==> src/rtl/xq_pkg.sv <==
package xq_pkg;

   typedef enum logic [1:0] {
      ACC_LOAD  = 2'd0,
      ACC_STORE = 2'd1,
      ACC_FETCH = 2'd2,
      ACC_DATA3 = 2'd3
   } acc_e;

   typedef enum logic [1:0] {
      RES_REAL  = 2'd0,
      RES_ENTRY = 2'd1,
      RES_FAULT = 2'd2
   } res_e;

   typedef enum logic [2:0] {
      FLT_NONE  = 3'd0,
      FLT_ISEG  = 3'd1,
      FLT_DSEG  = 3'd2,
      FLT_ISTOR = 3'd3,
      FLT_DSTOR = 3'd4
   } flt_e;

   localparam logic [2:0] PERM_ALL  = 3'b111;
   localparam logic [2:0] PERM_NONE = 3'b000;

   localparam logic [1:0] QUAD_APP = 2'd0;
   localparam logic [1:0] QUAD_OS  = 2'd3;

endpackage

==> src/rtl/xq_mode_decode.sv <==
module xq_mode_decode
   import xq_pkg::*;
#(
   parameter int ADDR_W   = 64,
   parameter int LPID_W   = 12,
   parameter int PID_W    = 20,
   parameter int REAL_CLR = 4
) (
   input  logic [ADDR_W-1:0] ea,
   input  logic [1:0]        acc,
   input  logic              ir_en,
   input  logic              dr_en,
   input  logic [LPID_W-1:0] lpid_in,
   input  logic [PID_W-1:0]  pid_in,
   output logic              is_fetch,
   output logic              is_real,
   output logic [ADDR_W-1:0] real_addr,
   output logic              seg_fault,
   output logic [LPID_W-1:0] ctx_lpid,
   output logic [PID_W-1:0]  ctx_pid
);

   localparam int KEEP_W = ADDR_W - REAL_CLR;

   logic [1:0] quad;

   assign quad     = ea[ADDR_W-1 -: 2];
   assign is_fetch = (acc == ACC_FETCH);
   assign is_real  = is_fetch ? !ir_en : !dr_en;

   generate
      if (REAL_CLR == 0) begin : g_no_clear
         assign real_addr = ea;
      end else begin : g_clear
         assign real_addr = {{REAL_CLR{1'b0}}, ea[KEEP_W-1:0]};
      end
   endgenerate

   always_comb begin
      seg_fault = 1'b0;
      ctx_lpid  = lpid_in;
      ctx_pid   = '0;
      unique case (quad)
         QUAD_APP: ctx_pid   = pid_in;
         QUAD_OS:  ctx_pid   = '0;
         default:  seg_fault = 1'b1;
      endcase
   end

endmodule

==> src/rtl/xq_bound_check.sv <==
module xq_bound_check #(
   parameter int ADDR_W      = 64,
   parameter int PID_W       = 20,
   parameter int ENTRY_SHIFT = 4,
   parameter int SIZE_FLD_W  = 5,
   parameter int SIZE_BIAS   = 12
) (
   input  logic [PID_W-1:0]      pid,
   input  logic [SIZE_FLD_W-1:0] size_fld,
   input  logic [ADDR_W-1:0]     base,
   output logic                  over,
   output logic [ADDR_W-1:0]     entry_addr
);

   localparam int OFF_W   = PID_W + ENTRY_SHIFT;
   localparam int N_SIZES = 1 << SIZE_FLD_W;

   logic [OFF_W-1:0]   offset;
   logic [N_SIZES-1:0] over_vec;

   assign offset = {pid, {ENTRY_SHIFT{1'b0}}};

   // One "offset reaches the table size" flag per size code, then a mux.
   generate
      for (genvar k = 0; k < N_SIZES; k++) begin : g_size
         localparam int SH = k + SIZE_BIAS;
         if (SH >= OFF_W) begin : g_fits
            assign over_vec[k] = 1'b0;
         end else begin : g_cmp
            assign over_vec[k] = |offset[OFF_W-1:SH];
         end
      end
   endgenerate

   assign over       = over_vec[size_fld];
   assign entry_addr = base + ADDR_W'(offset);

endmodule

==> src/rtl/xq_seq.sv <==
module xq_seq
   import xq_pkg::*;
#(
   parameter int ADDR_W = 64,
   parameter int DATA_W = 64,
   parameter int LPID_W = 12,
   parameter int PID_W  = 20
) (
   input  logic              clk,
   input  logic              rst_n,
   input  logic              req_valid,
   output logic              req_ready,
   output logic              accept,
   input  logic [ADDR_W-1:0] ea,
   input  logic              is_fetch,
   input  logic              is_real,
   input  logic [ADDR_W-1:0] real_addr,
   input  logic              seg_fault,
   input  logic              over,
   input  logic [LPID_W-1:0] ctx_lpid,
   input  logic [PID_W-1:0]  ctx_pid,
   input  logic [ADDR_W-1:0] entry_addr,
   output logic              mem_req_valid,
   input  logic              mem_req_ready,
   output logic [ADDR_W-1:0] mem_req_addr,
   input  logic              mem_rsp_valid,
   input  logic [DATA_W-1:0] mem_rsp_data,
   output logic              done,
   output logic [1:0]        done_kind,
   output logic [ADDR_W-1:0] done_addr,
   output logic [DATA_W-1:0] done_entry,
   output logic [2:0]        done_fault,
   output logic [2:0]        done_perm,
   output logic [LPID_W-1:0] done_lpid,
   output logic [PID_W-1:0]  done_pid
);

   typedef enum logic [1:0] {S_IDLE, S_DECIDE, S_ISSUE, S_WAIT} st_e;

   st_e               st_q;
   logic [ADDR_W-1:0] rd_addr_q;
   logic [LPID_W-1:0] hold_lpid_q;
   logic [PID_W-1:0]  hold_pid_q;
   logic              done_q;
   res_e              kind_q;
   flt_e              fault_q;
   logic [ADDR_W-1:0] addr_q;
   logic [DATA_W-1:0] entry_q;
   logic [2:0]        perm_q;
   logic [LPID_W-1:0] lpid_q;
   logic [PID_W-1:0]  pid_q;

   assign req_ready     = (st_q == S_IDLE);
   assign accept        = req_valid && req_ready;
   assign mem_req_valid = (st_q == S_ISSUE);
   assign mem_req_addr  = rd_addr_q;

   always_ff @(posedge clk or negedge rst_n) begin
      if (!rst_n) begin
         st_q        <= S_IDLE;
         rd_addr_q   <= '0;
         hold_lpid_q <= '0;
         hold_pid_q  <= '0;
         done_q      <= 1'b0;
         kind_q      <= RES_REAL;
         fault_q     <= FLT_NONE;
         addr_q      <= '0;
         entry_q     <= '0;
         perm_q      <= PERM_NONE;
         lpid_q      <= '0;
         pid_q       <= '0;
      end else begin
         done_q <= 1'b0;
         unique case (st_q)
            S_IDLE: begin
               if (req_valid) st_q <= S_DECIDE;
            end
            S_DECIDE: begin
               if (is_real || seg_fault || over) begin
                  done_q  <= 1'b1;
                  st_q    <= S_IDLE;
                  entry_q <= '0;
                  lpid_q  <= '0;
                  pid_q   <= '0;
                  if (is_real) begin
                     kind_q  <= RES_REAL;
                     fault_q <= FLT_NONE;
                     addr_q  <= real_addr;
                     perm_q  <= PERM_ALL;
                  end else begin
                     kind_q  <= RES_FAULT;
                     perm_q  <= PERM_NONE;
                     addr_q  <= is_fetch ? '0 : ea;
                     if (seg_fault) fault_q <= is_fetch ? FLT_ISEG : FLT_DSEG;
                     else           fault_q <= is_fetch ? FLT_ISTOR : FLT_DSTOR;
                  end
               end else begin
                  st_q        <= S_ISSUE;
                  rd_addr_q   <= entry_addr;
                  hold_lpid_q <= ctx_lpid;
                  hold_pid_q  <= ctx_pid;
               end
            end
            S_ISSUE: begin
               if (mem_req_ready) st_q <= S_WAIT;
            end
            S_WAIT: begin
               if (mem_rsp_valid) begin
                  done_q  <= 1'b1;
                  st_q    <= S_IDLE;
                  kind_q  <= RES_ENTRY;
                  fault_q <= FLT_NONE;
                  addr_q  <= ea;
                  entry_q <= mem_rsp_data;
                  perm_q  <= PERM_NONE;
                  lpid_q  <= hold_lpid_q;
                  pid_q   <= hold_pid_q;
               end
            end
            default: st_q <= S_IDLE;
         endcase
      end
   end

   assign done       = done_q;
   assign done_kind  = kind_q;
   assign done_fault = fault_q;
   assign done_addr  = addr_q;
   assign done_entry = entry_q;
   assign done_perm  = perm_q;
   assign done_lpid  = lpid_q;
   assign done_pid   = pid_q;

endmodule

==> src/rtl/xlat_ctx_qual.sv <==
module xlat_ctx_qual
   import xq_pkg::*;
#(
   parameter int ADDR_W      = 64,
   parameter int DATA_W      = 64,
   parameter int LPID_W      = 12,
   parameter int PID_W       = 20,
   parameter int ENTRY_SHIFT = 4,
   parameter int SIZE_FLD_W  = 5,
   parameter int SIZE_BIAS   = 12,
   parameter int REAL_CLR    = 4
) (
   input  logic                  clk,
   input  logic                  rst_n,
   input  logic                  req_valid,
   output logic                  req_ready,
   input  logic [ADDR_W-1:0]     req_ea,
   input  logic [1:0]            req_acc,
   input  logic                  ir_en,
   input  logic                  dr_en,
   input  logic [LPID_W-1:0]     part_id,
   input  logic [PID_W-1:0]      proc_id,
   input  logic [ADDR_W-1:0]     ptab_base,
   input  logic [SIZE_FLD_W-1:0] ptab_size,
   output logic                  mem_req_valid,
   input  logic                  mem_req_ready,
   output logic [ADDR_W-1:0]     mem_req_addr,
   input  logic                  mem_rsp_valid,
   input  logic [DATA_W-1:0]     mem_rsp_data,
   output logic                  done,
   output logic [1:0]            done_kind,
   output logic [ADDR_W-1:0]     done_addr,
   output logic [DATA_W-1:0]     done_entry,
   output logic [2:0]            done_fault,
   output logic [2:0]            done_perm,
   output logic [LPID_W-1:0]     done_lpid,
   output logic [PID_W-1:0]      done_pid
);

   localparam int OFF_W = PID_W + ENTRY_SHIFT;

   generate
      if (ADDR_W < 8 || REAL_CLR > ADDR_W - 2) begin : g_bad_addr
         $error("xlat_ctx_qual: ADDR_W too small for quadrant and clear bits");
      end
      if (OFF_W > ADDR_W) begin : g_bad_off
         $error("xlat_ctx_qual: table offset wider than address");
      end
      if (SIZE_FLD_W < 1 || SIZE_FLD_W > 6) begin : g_bad_size
         $error("xlat_ctx_qual: SIZE_FLD_W out of range");
      end
   endgenerate

   logic                  accept;
   logic [ADDR_W-1:0]     ea_q;
   logic [1:0]            acc_q;
   logic                  ir_q;
   logic                  dr_q;
   logic [LPID_W-1:0]     lpid_q;
   logic [PID_W-1:0]      pid_q;
   logic [ADDR_W-1:0]     base_q;
   logic [SIZE_FLD_W-1:0] size_q;

   always_ff @(posedge clk or negedge rst_n) begin
      if (!rst_n) begin
         ea_q   <= '0;
         acc_q  <= '0;
         ir_q   <= 1'b0;
         dr_q   <= 1'b0;
         lpid_q <= '0;
         pid_q  <= '0;
         base_q <= '0;
         size_q <= '0;
      end else if (accept) begin
         ea_q   <= req_ea;
         acc_q  <= req_acc;
         ir_q   <= ir_en;
         dr_q   <= dr_en;
         lpid_q <= part_id;
         pid_q  <= proc_id;
         base_q <= ptab_base;
         size_q <= ptab_size;
      end
   end

   logic              is_fetch;
   logic              is_real;
   logic [ADDR_W-1:0] real_addr;
   logic              seg_fault;
   logic [LPID_W-1:0] ctx_lpid;
   logic [PID_W-1:0]  ctx_pid;
   logic              over;
   logic [ADDR_W-1:0] entry_addr;

   xq_mode_decode #(
      .ADDR_W(ADDR_W), .LPID_W(LPID_W), .PID_W(PID_W), .REAL_CLR(REAL_CLR)
   ) u_decode (
      .ea(ea_q), .acc(acc_q), .ir_en(ir_q), .dr_en(dr_q),
      .lpid_in(lpid_q), .pid_in(pid_q),
      .is_fetch(is_fetch), .is_real(is_real), .real_addr(real_addr),
      .seg_fault(seg_fault), .ctx_lpid(ctx_lpid), .ctx_pid(ctx_pid)
   );

   xq_bound_check #(
      .ADDR_W(ADDR_W), .PID_W(PID_W), .ENTRY_SHIFT(ENTRY_SHIFT),
      .SIZE_FLD_W(SIZE_FLD_W), .SIZE_BIAS(SIZE_BIAS)
   ) u_bound (
      .pid(ctx_pid), .size_fld(size_q), .base(base_q),
      .over(over), .entry_addr(entry_addr)
   );

   xq_seq #(
      .ADDR_W(ADDR_W), .DATA_W(DATA_W), .LPID_W(LPID_W), .PID_W(PID_W)
   ) u_seq (
      .clk(clk), .rst_n(rst_n),
      .req_valid(req_valid), .req_ready(req_ready), .accept(accept),
      .ea(ea_q), .is_fetch(is_fetch), .is_real(is_real), .real_addr(real_addr),
      .seg_fault(seg_fault), .over(over),
      .ctx_lpid(ctx_lpid), .ctx_pid(ctx_pid), .entry_addr(entry_addr),
      .mem_req_valid(mem_req_valid), .mem_req_ready(mem_req_ready),
      .mem_req_addr(mem_req_addr), .mem_rsp_valid(mem_rsp_valid),
      .mem_rsp_data(mem_rsp_data),
      .done(done), .done_kind(done_kind), .done_addr(done_addr),
      .done_entry(done_entry), .done_fault(done_fault), .done_perm(done_perm),
      .done_lpid(done_lpid), .done_pid(done_pid)
   );

endmodule

==> config.mk <==
export PLATFORM = sky130hd
export DESIGN_NAME = xlat_ctx_qual
export DESIGN_NICKNAME = d
export VERILOG_FILES = /design/src/rtl/xq_pkg.sv /design/src/rtl/xq_mode_decode.sv /design/src/rtl/xq_bound_check.sv /design/src/rtl/xq_seq.sv /design/src/rtl/xlat_ctx_qual.sv
export SDC_FILE = /design/constraint.sdc
export NUM_CORES = 1
export LEC_CHECK = 0
export BUFFER_PORTS_ARGS = -buffer_cell sky130_fd_sc_hd__buf_2
export CAP_MARGIN = 20
export CORE_ASPECT_RATIO = 1.75
export CORE_MARGIN = 8
export CORE_UTILIZATION = 53
export DETAILED_ROUTE_END_ITERATION = 6
export GPL_TIMING_DRIVEN = 0
export PLACE_DENSITY_LB_ADDON = 0.3
export RECOVER_POWER = 50
export SLEW_MARGIN = 20
export SYNTH_ARGS = -nofsm -noshare
export SYNTH_HDL_FRONTEND = slang
export SYNTH_SLANG_ARGS = --single-unit
==> constraint.sdc <==
create_clock -name clk -period 3.7 [get_ports clk]
set_input_delay 0.37 -clock clk [delete_from_list [all_inputs] [get_ports clk]]
set_output_delay 0.37 -clock clk [all_outputs]
set_load 0.02 [all_outputs]
==> results by group <==
Setup path
  • CP top delay family: simple AND/OR/NAND/NOR gates
  • Crit path capture type: flop
  • Largest stage delay on the critical path: between 0.4 and 0.5 ns
  • Worst EP required: about 4.1 ns
  • Crit Path Category: flop to flop
  • Stages on worst setup path: 15
  • Worst path slowest cell: ha_1
  • Worst r2r path cells: 15
  • CP cell instances: inv_1 > ha_2 > buf_6 > clkbuf_8 > clkbuf_8 > and2_1 > ha_1 > and4_1 > nand3_1 > nor3_2 > o21ai_2 > buf_6 > a2111oi_4 > xnor2_1 > o21ai_1
  • Crit path max fanout: 10
  • Critical Path AT: 3.99 ns
  • Crit path buffers/inverters: 5
  • Startpoint types: flop

STA
  • Setup violators final: 0
  • Slew of the pin with the lowest slew margin: 2.17 ns
  • WHS: ~0.031 ns
  • Max-slew headroom: -44.9%
  • Max frequency: around 280 MHz
  • Pins Over Slew Limit: 84
  • Final period util: between 90% and 100%
  • Clk_skew: 0.0258 ns
  • Fin. Hold Viols: 0
  • Min cycle time layout: ~3.6 ns
  • Total negative slack: 0 ns

Yosys
  • Mapped Cells: 1762
  • Dominant cells by area after synthesis: dfrtp_1, mux2_2, nand2_1
  • Count leader, synth: nand2_1
  • Post-synth cell types: approximately 60
  • Top-area cell type share of the netlist area: around three fifths
  • Register area share after synthesis: 58.2%
  • Ys Warns: 0
  • Async set-reset flop share out of synthesis: 100%
  • Syn Std Cell Area: roughly 19000 um^2
  • Most frequent cells after synthesis: nand2_1, dfrtp_1, o21ai_0
  • Cell taking the most area after synthesis: dfrtp_1
  • Yosys reg bits: about 430
  • Post-synth EDFFs: 0
  • Syn Nets: approximately 2.0k
  • Avg Inst Size Synth: ~11 um^2
  • Ys flop type: dfrtp_1

Drt
  • Remaining antenna violation count: 0
  • Post-Route WL: 60100 um
  • Vias/cell: about 5.5
  • 1st-iter DRT viols: 894
  • First-pass DRT Iterations: 5
  • Drc violations: 0
  • Vias after detailed routing: between 15k and 20k
  • Wire per inst: 21.5 um

Finish
  • Final Instance Area: 23100 um^2
  • Layout cells sized above 1: 24.0%
  • Non-filler instance count after layout: roughly 2.8k
  • Multi-input gate area: ~7400 um^2
  • Post-route core utilization: between 60% and 70%
  • Layout area overhead: 23.6%
  • Layout net count: 2536
  • FF/Latch Area: approximately 11000 um^2
  • Filler cells: ~2.9k

Power and ir drop
  • Gate power share: about two fifths
  • Clock power frac: approximately a fifth
  • Power per Cell Area: about 940 nW/um^2
  • Sequential share of power: between 30% and 40%
  • Sw Share: 41.8%
  • Leakage Power: 10.5 nW
  • Internal: about 13 mW
  • Max VDD drop: around 0.6 mV
  • Switching pwr: between 9 and 10 mW

Min path
  • Hold depth: 3
  • Class of the worst hold path: primary input to flop

Die
  • Core region area: 35000 um^2
  • Die height: approximately 260 um
  • Starting Density: a little over half
  • I/O pin total: ~470
  • FP Rows: 91
  • Die ar.: approximately 42000 um^2
  • Die width: 158 um

Global routing
  • First-pass GRT wire length: a little over 90000 um
  • Overflow after GRT: 0
  • Vias in the first global route: roughly 16k
  • GRT Total Usage: 28.2%
  • Initial antenna violation count: 23
  • Largest net degree at the start of global routing: just over 100

Status
  • Status: finished with violations
  • Violated checks: max-capacitance violations, max-slew violations

Place
  • Post-Place Cells: between 2k and 3k
  • DP Area: 21700 um^2
  • Post-DP HPWL: ~47000 um
  • Final GP Congestion: 0.930
  • # port buffers: 472

Clock network
  • Postcts setup bufs: 0
  • Clk buf depth: 3
  • Total CTS buffers: 40
  • CTS H-Tree Depth: 2
  • CTS tree: done
  • CTS sink count: approximately 430
  • Root Buffer: clkbuf_16
  • Clock Latency Late Sink: about 0.56 ns
  • Clock slew at reported path FFs: approximately 0.06 ns

Job
  • Max Cap Viol: 1
[worst reg2reg max path: stages (launching register included)]
cell and delay [ns]:
dfrtp_1 0.35, inv_1 0.06, ha_2 0.21, buf_6 0.15, clkbuf_8 0.16, clkbuf_8 0.17
and2_1 0.21, ha_1 0.43, and4_1 0.32, nand3_1 0.19, nor3_2 0.26, o21ai_2 0.11
buf_6 0.20, a2111oi_4 0.37, xnor2_1 0.16, o21ai_1 0.07
[what timing repair did]
item	in CTS	in global routing
hold endpoints to repair	82	0
resized for setup	34	22
pin swaps	2	2
setup endpoints to repair	51	48
hold buffers	1	0
[layout by cell type (no fill, tap or decap), types with 4 or more instances in the layout]
master,synthesis,routed
and2_1,23,23
nand2b_1,7,7
o211ai_1,12,12
xor2_1,25,25
buf_2,20,262
mux2_2,179,179
nor2b_1,6,5
nand2_1,476,476
inv_1,19,19
clkinv_2,0,8
clkbuf_8,0,12
a211oi_1,12,7
or2_2,4,4
ha_1,20,17
o2111ai_1,11,10
nor2_1,19,19
bufinv_16,0,6
a21oi_1,24,23
dfrtp_1,434,434
buf_4,4,5
nand4_1,6,6
and4_1,5,5
diode_2,0,18
nor4_1,4,4
clkbuf_16,0,40
a211oi_2,0,4
and3_1,13,13
o21ai_0,236,235
buf_6,2,4
nand3_1,9,9
nor3_1,7,6
a2111oi_4,0,4
xnor2_1,32,32
buf_1,6,6
a21o_1,8,8
clkbuf_1,86,309
[logic make-up after synthesis]
kind of cell               count (synthesis)  synth area share (%)
and+or+nand+nor                          584                  13.0
AOI/OAI and AO/OA                        345                  10.6
DFF                                      434                  58.2
muxes                                    182                  11.0
buffers and inverters                    137                  3.05
xor gates and xnor gates                  57                  2.67
adders and majority gates                 23                  1.55
[routing by layer]
layer	GRT usage, %	vias up	share of wire (%)
met4	17.2	10	5.8
met1	28.4	7426	34
met5	0	-	0.078
met2	51.1	608	52
li1	-	7044	-
met3	6.69	176	7.8
[power groups by stage]
| stage | clock network, mW | logic [mW] | registers [mW] |
|---|---|---|---|
| floorplan | 0 | 4.96 | 9.06 |
| global route | 4.72 | 10.0 | 8.40 |
| finish | 4.47 | 9.16 | 8.16 |
| CTS | 4.53 | 9.41 | 8.11 |
| detailed placement | 0 | 9.26 | 8.17 |
| global placement | 0 | 8.97 | 8.08 |
[through the flow]
step	setup slack (ns)	total power, mW
finish	0.127	21.8
global placement	-6.12	17.0
CTS	0.00307	22.1
floorplan	0.261	14.0
detailed placement	-0.959	17.4
global route	-0.00988	23.1
[registers in the layout, summed over array words and instances (netlist names), 2 cells and up, named ones only]
register / flops
u_seq.done_addr: 64
u_seq.done_entry: 64
lpid_q: 12
u_seq.hold_lpid_q: 12
u_seq.mem_req_addr: 64
ea_q: 64
u_seq.done_lpid: 12
u_seq.done_kind: 2
u_seq.hold_pid_q: 20
base_q: 64
pid_q: 20
acc_q: 2
u_seq.done_fault: 3
size_q: 5
u_seq.done_pid: 20
[final timing paths]
kind	startpoint	endpoint	slack, ns
setup / recovery	ea_q[62]	u_seq.mem_req_addr[42]	0.13
hold / removal	req_ea[62]	ea_q[62]	0.03
setup reg to reg	ea_q[62]	u_seq.mem_req_addr[42]	0.13
hold reg to reg	lpid_q[7]	u_seq.hold_lpid_q[7]	0.45
max in group asynchronous	rst_n	u_seq.hold_pid_q[8]	0.68
min in group asynchronous	rst_n	ea_q[40]	1.03
[area by class of cell]
| type | count | area share (%) |
|---|---|---|
| clock inverters | 17 | 1.17 |
| multi-input cells | 1191 | 32.0 |
| repair buffers | 477 | 9.42 |
| plain buffers | 114 | 2.31 |
| inverters | 19 | 0.309 |
| flip-flops and latches | 434 | 47.0 |
| well taps | 465 | 2.52 |
| diodes | 18 | 0.195 |
| clock buffers | 57 | 5.05 |
Note: power is estimated with default switching activity, not from simulation.
